`config.mk`:
```
export PLATFORM = sky130hd
export DESIGN_NAME = diag_scan_seq
export DESIGN_NICKNAME = d
export VERILOG_FILES = /design/src/rtl/diag_scan_pkg.sv /design/src/rtl/diag_field_decode.sv /design/src/rtl/diag_mem_port.sv /design/src/rtl/diag_seq_ctrl.sv /design/src/rtl/diag_scan_seq.sv
export SDC_FILE = /design/constraint.sdc
export NUM_CORES = 1
export LEC_CHECK = 0
export BUFFER_PORTS_ARGS = -buffer_cell sky130_fd_sc_hd__buf_2
export CORE_MARGIN = 2
export CORE_UTILIZATION = 50
export DETAILED_ROUTE_END_ITERATION = 12
export PLACE_DENSITY = 0.88
export SYNTH_ARGS = -nofsm -noshare
export SYNTH_HDL_FRONTEND = slang
export SYNTH_SLANG_ARGS = --single-unit
```
`constraint.sdc`:
```
create_clock -name clk -period 4.1 [get_ports clk]
set_input_delay 0.82 -clock clk [delete_from_list [all_inputs] [get_ports clk]]
set_output_delay 0.82 -clock clk [all_outputs]
set_load 0.02 [all_outputs]
```
`src/rtl/diag_scan_pkg.sv`:
```
package diag_scan_pkg;
  localparam int UADDR_W = 12;
  localparam int CNT_W   = 3;
  localparam int WORD_W  = 32;
  localparam int IMM_W   = 8;

  typedef struct packed {
    logic [UADDR_W-1:0] uaddr;
    logic [CNT_W-1:0]   cnt;
    logic               sup_en;
    logic               scan;
    logic               sup;
    logic               io_mode;
  } scan_fields_t;

  typedef enum logic [2:0] {
    ST_IDLE,
    ST_WR_WORD,
    ST_WR_IMM,
    ST_RUN,
    ST_LINK_REQ,
    ST_LINK_WAIT
  } seq_state_e;
endpackage

```
`src/rtl/diag_field_decode.sv`:
```
module diag_field_decode
  import diag_scan_pkg::*;
(
  input  logic [WORD_W-1:0] start_word,
  input  logic [IMM_W-1:0]  start_imm,
  input  logic [WORD_W-1:0] link_word,
  output scan_fields_t      start_f,
  output scan_fields_t      link_f
);
  // Bit 0 is the MSB: word bit k sits at vector index 31-k, immediate bit k at 7-k.
  always_comb begin
    start_f.uaddr   = start_word[UADDR_W-1:0];
    start_f.io_mode = start_word[WORD_W-1-8];
    start_f.cnt     = start_imm[IMM_W-2 -: CNT_W];
    start_f.sup_en  = start_imm[IMM_W-1-5];
    start_f.scan    = start_imm[IMM_W-1-6];
    start_f.sup     = start_imm[IMM_W-1-7];

    link_f.uaddr    = link_word[WORD_W-1-19 -: UADDR_W];
    link_f.cnt      = link_word[WORD_W-1 -: CNT_W];
    link_f.sup_en   = link_word[WORD_W-1-4];
    link_f.scan     = link_word[WORD_W-1-5];
    link_f.sup      = link_word[WORD_W-1-6];
    link_f.io_mode  = link_word[WORD_W-1-7];
  end
endmodule

```
`src/rtl/diag_mem_port.sv`:
```
module diag_mem_port
  import diag_scan_pkg::*;
#(
  parameter int ADDR_W       = 24,
  parameter int SCRATCH_ADDR = 'h80
) (
  input  logic              clk,
  input  logic              rst_n,
  input  logic              capture,
  input  logic [WORD_W-1:0] start_word,
  input  logic [IMM_W-1:0]  start_imm,
  input  seq_state_e        state,
  input  logic [ADDR_W-1:0] link_ptr,
  input  logic              ready,
  output logic              valid,
  output logic              write,
  output logic [ADDR_W-1:0] addr,
  output logic [WORD_W-1:0] wdata
);
  localparam logic [ADDR_W-1:0] SCR0 = ADDR_W'(SCRATCH_ADDR);
  localparam logic [ADDR_W-1:0] SCR1 = ADDR_W'(SCRATCH_ADDR + 4);

  logic [WORD_W-1:0] word_q;
  logic [IMM_W-1:0]  imm_q;

  always_ff @(posedge clk or negedge rst_n) begin
    if (!rst_n) begin
      word_q <= '0;
      imm_q  <= '0;
    end else if (capture) begin
      word_q <= start_word;
      imm_q  <= start_imm;
    end
  end

  always_comb begin
    valid = 1'b0;
    write = 1'b0;
    addr  = '0;
    wdata = '0;
    unique case (state)
      ST_WR_WORD:  begin valid = 1'b1; write = 1'b1; addr = SCR0; wdata = word_q; end
      ST_WR_IMM:   begin valid = 1'b1; write = 1'b1; addr = SCR1;
                         wdata = {imm_q, {(WORD_W-IMM_W){1'b0}}}; end
      ST_LINK_REQ: begin valid = 1'b1; addr = link_ptr; end
      default: ;
    endcase
  end


  req_hold_chk: assert property (@(posedge clk) disable iff (!rst_n)
    valid && !ready |=> valid && $stable(addr) && $stable(write) && $stable(wdata));


  scratch_only_chk: assert property (@(posedge clk) disable iff (!rst_n)
    valid && write |-> (addr == SCR0) || (addr == SCR1));
endmodule

```
`src/rtl/diag_seq_ctrl.sv`:
```
module diag_seq_ctrl
  import diag_scan_pkg::*;
#(
  parameter int ADDR_W      = 24,
  parameter int LINK_STRIDE = 4
) (
  input  logic              clk,
  input  logic              rst_n,
  input  logic              start,
  input  logic [ADDR_W-1:0] instr_addr,
  input  scan_fields_t      start_f,
  input  scan_fields_t      link_f,
  input  logic              req_ready,
  input  logic              rsp_valid,
  output logic              start_ok,
  output seq_state_e        state,
  output scan_fields_t      fields,
  output logic [ADDR_W-1:0] link_ptr,
  output logic              done,
  output logic              clk_en
);
  localparam logic [ADDR_W-1:0] STRIDE = ADDR_W'(LINK_STRIDE);

  logic cnt_zero;
  assign cnt_zero = (fields.cnt == '0);
  assign start_ok = start && ((state == ST_IDLE) || (state == ST_RUN && !fields.sup));
  assign clk_en   = (state == ST_RUN) && (!fields.sup || !cnt_zero);

  always_ff @(posedge clk or negedge rst_n) begin
    if (!rst_n) begin
      state    <= ST_IDLE;
      fields   <= '0;
      link_ptr <= '0;
      done     <= 1'b0;
    end else begin
      done <= 1'b0;
      if (start_ok) begin
        fields   <= start_f;
        link_ptr <= instr_addr + STRIDE;
        state    <= ST_WR_WORD;
      end else begin
        unique case (state)
          ST_WR_WORD: if (req_ready) state <= ST_WR_IMM;
          ST_WR_IMM:  if (req_ready) state <= ST_RUN;
          ST_RUN: begin
            if (fields.sup) begin
              if (!cnt_zero)        fields.cnt <= fields.cnt - 1'b1;
              else if (fields.scan) state <= ST_LINK_REQ;
              else begin
                state <= ST_IDLE;
                done  <= 1'b1;
              end
            end
          end
          ST_LINK_REQ: if (req_ready) state <= ST_LINK_WAIT;
          ST_LINK_WAIT: begin
            if (rsp_valid) begin
              fields   <= link_f;
              link_ptr <= link_ptr + STRIDE;
              state    <= ST_RUN;
            end
          end
          default: state <= ST_IDLE;
        endcase
      end
    end
  end


  cnt_step_chk: assert property (@(posedge clk) disable iff (!rst_n)
    state == ST_RUN && fields.sup && !cnt_zero |=> fields.cnt == $past(fields.cnt) - 1'b1);


  link_load_chk: assert property (@(posedge clk) disable iff (!rst_n)
    state == ST_LINK_WAIT && rsp_valid |=> state == ST_RUN && fields == $past(link_f));


  done_idle_chk: assert property (@(posedge clk) disable iff (!rst_n)
    done |-> state == ST_IDLE && !clk_en);


  busy_start_chk: assert property (@(posedge clk) disable iff (!rst_n)
    start && state != ST_IDLE && state != ST_RUN |=> $stable(fields.uaddr));
endmodule

```
`src/rtl/diag_scan_seq.sv`:
```
module diag_scan_seq
  import diag_scan_pkg::*;
#(
  parameter int ADDR_W       = 24,
  parameter int SCRATCH_ADDR = 'h80,
  parameter int LINK_STRIDE  = 4
) (
  input  logic              clk,
  input  logic              rst_n,
  input  logic              start,
  input  logic [31:0]       start_word,
  input  logic [7:0]        start_imm,
  input  logic [ADDR_W-1:0] instr_addr,
  input  logic              if_diag_bit,
  output logic              mem_req_valid,
  input  logic              mem_req_ready,
  output logic              mem_req_write,
  output logic [ADDR_W-1:0] mem_req_addr,
  output logic [31:0]       mem_req_wdata,
  input  logic              mem_rsp_valid,
  input  logic [31:0]       mem_rsp_data,
  output logic              cpu_clk_en,
  output logic              chan_clk_inhibit,
  output logic              busy,
  output logic              done,
  output logic [11:0]       uaddr,
  output logic [2:0]        seq_count,
  output logic              io_mode,
  output logic              sup_en_store,
  output logic              scan_on,
  output logic              supervisory
);
  scan_fields_t      start_f, link_f, fields;
  seq_state_e        state;
  logic              start_ok;
  logic [ADDR_W-1:0] link_ptr;

  diag_field_decode u_decode (
    .start_word (start_word),
    .start_imm  (start_imm),
    .link_word  (mem_rsp_data),
    .start_f    (start_f),
    .link_f     (link_f)
  );

  diag_seq_ctrl #(.ADDR_W(ADDR_W), .LINK_STRIDE(LINK_STRIDE)) u_ctrl (
    .clk        (clk),
    .rst_n      (rst_n),
    .start      (start),
    .instr_addr (instr_addr),
    .start_f    (start_f),
    .link_f     (link_f),
    .req_ready  (mem_req_ready),
    .rsp_valid  (mem_rsp_valid),
    .start_ok   (start_ok),
    .state      (state),
    .fields     (fields),
    .link_ptr   (link_ptr),
    .done       (done),
    .clk_en     (cpu_clk_en)
  );

  diag_mem_port #(.ADDR_W(ADDR_W), .SCRATCH_ADDR(SCRATCH_ADDR)) u_mem (
    .clk        (clk),
    .rst_n      (rst_n),
    .capture    (start_ok),
    .start_word (start_word),
    .start_imm  (start_imm),
    .state      (state),
    .link_ptr   (link_ptr),
    .ready      (mem_req_ready),
    .valid      (mem_req_valid),
    .write      (mem_req_write),
    .addr       (mem_req_addr),
    .wdata      (mem_req_wdata)
  );

  always_ff @(posedge clk or negedge rst_n) begin
    if (!rst_n) chan_clk_inhibit <= 1'b0;
    else        chan_clk_inhibit <= if_diag_bit;
  end

  assign busy         = (state != ST_IDLE);
  assign uaddr        = fields.uaddr;
  assign seq_count    = fields.cnt;
  assign io_mode      = fields.io_mode;
  assign sup_en_store = fields.sup_en;
  assign scan_on      = fields.scan;
  assign supervisory  = fields.sup;


  inhibit_follow_chk: assert property (@(posedge clk) disable iff (!rst_n)
    $rose(chan_clk_inhibit) |-> $past(if_diag_bit));


  write_before_run_chk: assert property (@(posedge clk) disable iff (!rst_n)
    mem_req_valid && mem_req_write |-> !cpu_clk_en);
endmodule

```
==> metrics.txt <==
status finished clean; Power Density 738 nW/um^2; starting density of the core 0.516; Slew HR 0.261; router iterations before antenna repair 5; wire per inst 16.1 um; Vias/cell 5.53; Mapped Nets 694; Longest Clk Path Bufs 2; postcts setup bufs 0; die height 105 um; post-synthesis cell area 5060 um^2; EDFF count, synth 0; RSZ-0062 raised after global routing false; Leak 3.32 nW; H-Tree Depth 3; CTS Root Cell clkbuf_8; CORE AREA 9820 um^2; register bit total from synthesis 88; maximum achievable frequency 316 MHz; Crit path max-delay family simple AND/OR/NAND/NOR gates; IO Port Bufs 169; reg2reg path depth 11; hpwl dp 10100 um; met3 Use GR 0.0724; max cap viols 0; I/O pin count 183; library cells used by synthesis 49; commonest non-fill, non-tap cells in the layout buf_2, nand2_1, dfrtp_1; Sink Count 88; WHS Endpoint u_mem.word_q[8]; # rows 36; Main synth FF type dfrtp_1; sum of buffers and inverters on the critical path 2; maximum vdd drop 403 uV; die area 10900 um^2; Die Wd 105 um; crit end category flip-flop; reg2reg start u_ctrl.state[0]; Post-DP Area 5990 um^2; Setup Crit Path Kind flip-flop to flip-flop; first-pass GRT wire length 23400 um; cells after synthesis 589; final instance area 6190 um^2; worst clock skew 0.0130 ns; CP cell instances nor2_2, buf_4, o21a_2, nand2_1, nand2_1, ha_1, buf_4, nand2_1, nor4_1, xnor2_1, mux2i_1; fin. max-slew vios 0; clk slew on worst S/H paths 0.09 ns; Sum Neg Setup Slack 0 ns; syn avg cell area 8.60 um^2; largest net degree at the start of global routing 89; worst skew pair latency 0.36 ns; CTS tree yes; Layout Nets 847; initial antenna violation count 1; layout cells sized above 1 0.277; Area Growth Syn to Fin 22.3%; worst-margin pin slew 1.11 ns; non-filler cells, final 880; CP max FO 29; worst-case hold slack 0.478 ns; Final period util 0.773; Ant. Diodes 0; flop-to-flop setup slack 0.93 ns; busiest grt layer met2; CP most frequent cell nand2_1; CTS resizes 0; CP Launch Type flip-flop; Via Count 4867; DRC Markers 0; sequential fraction of the synthesis area 0.435; Worst EP required 4.34 ns; total gr overflow 0; Num CTS Buffers 9; commonest non-fill, non-tap cell in the layout buf_2; gpl congestion 0.916; Final setup viols 0; Worst EP arrival 3.41 ns; min Tclk post-route 3.17 ns; Fin. Hold Viols 0; HP Class flip-flop to flip-flop; initial drt markers 315; utilization after layout 0.630; Post-Route WL 14200 um; Filler cells 867; r2r endpoint u_ctrl.link_ptr[20]; met1 Track Usage GR 0.329; Ys Warns 0; routing usage on met2 0.448; FFs w/ async S/R, synth 1.00; vias in the first global route 4841; DRT antenna net count 0; hold bufs inserted after CTS 0; hold_sp u_mem.word_q[8]; slowest cell on the critical path o21a_2; Post-Place Cells 864; Max stage delay on crit path 0.55 ns; GR Util All Layers 0.262; hold depth 2
## where the power goes
part / internal, mW / switching [mW] / leakage [nW]
clock: 0.298 / 0.315 / 0.0993
combinational: 0.843 / 1.49 / 2.15
sequential: 1.28 / 0.341 / 1.07
total: 2.42 / 2.15 / 3.32
## stage by stage
stage,power [mW],worst slack [ns]
3_5_place_dp,3.96,0.753
2_1_floorplan,3.21,0.903
5_1_grt,4.92,0.678
6_report,4.57,0.932
3_3_place_gp,3.85,0.825
4_1_cts,4.58,0.965
## worst min-delay path: cells and delay by family, from the launching register on
kind	cells	cell delay, ns
and+or+nand+nor	2	0.11
DFF	1	0.35
## layout make-up
cell class | count | area, um^2 | share of cell area
clock buffers | 11 | 141 | 0.0228
clock inverters | 5 | 56.3 | 0.00909
inverters | 8 | 30.0 | 0.00485
multi-input cells | 457 | 2680 | 0.433
flip-flops and latches | 88 | 2200 | 0.356
well taps | 133 | 166 | 0.0269
repair buffers | 178 | 916 | 0.148
## per-layer routing
| layer | part of all wire | routed length (um) |
|---|---|---|
| met5 | 0.00077 | 11 |
| met4 | 0.011 | 163 |
| met1 | 0.40 | 5690 |
| met2 | 0.49 | 6900 |
| met3 | 0.10 | 1430 |
## state kept, by name, indices dropped and copies added (netlist names)
signal	count
u_mem.imm_q	8
u_ctrl.state	3
chan_clk_inhibit	1
u_ctrl.link_ptr	24
u_mem.word_q	32
u_ctrl.done	1
u_ctrl.fields	19
## cells in the mapped netlist (3+ instances only)
library cell  number  area (um^2)
a21oi_1           16         80.1
a22oi_1            9         67.6
and2_1            27          169
and3_1            30          188
buf_1              4         15.0
buf_2              9         45.0
clkbuf_1          21         78.8
dfrtp_1           88         2200
ha_1               3         37.5
inv_1              8         30.0
mux2i_1           31          310
nand2_1          156          586
nand2b_1           4         25.0
nand3_1           26          130
nand4_1           18          113
nor2_1            19         71.3
nor3_1             8         40.0
nor4_1             6         37.5
o211ai_1           3         22.5
o21ai_0           25          125
xnor2_1           20          175
xor2_1            18          158
## worst max-delay path by stage
stage / start / to / slack, ns / cells past startpoint
floorplan: start / u_ctrl.link_ptr[20] / 0.90 / 13
global placement: start / u_ctrl.link_ptr[20] / 0.82 / 11
CTS: u_ctrl.state[0] / u_ctrl.link_ptr[20] / 0.96 / 11
finish: u_ctrl.state[0] / u_ctrl.link_ptr[20] / 0.93 / 11
detailed placement: start / u_ctrl.link_ptr[20] / 0.75 / 11
global route: u_ctrl.state[0] / u_ctrl.link_ptr[20] / 0.68 / 11
## cell families (layout without fill, tap and decap cells)
| kind of cell | count (synthesis) | after routing | share of synthesized area |
|---|---|---|---|
| AO/OA/AOI/OAI | 70 | 70 | 0.0848 |
| adder cells (fa/ha/maj) | 3 | 3 | 0.00741 |
| multiplexers | 35 | 35 | 0.0717 |
| AND/OR/NAND/NOR | 311 | 311 | 0.298 |
| buffers and inverters | 44 | 202 | 0.0378 |
| XOR/XNOR | 38 | 38 | 0.0657 |
| flip-flops | 88 | 88 | 0.435 |
Note: power is estimated with default switching activity, not from simulation.
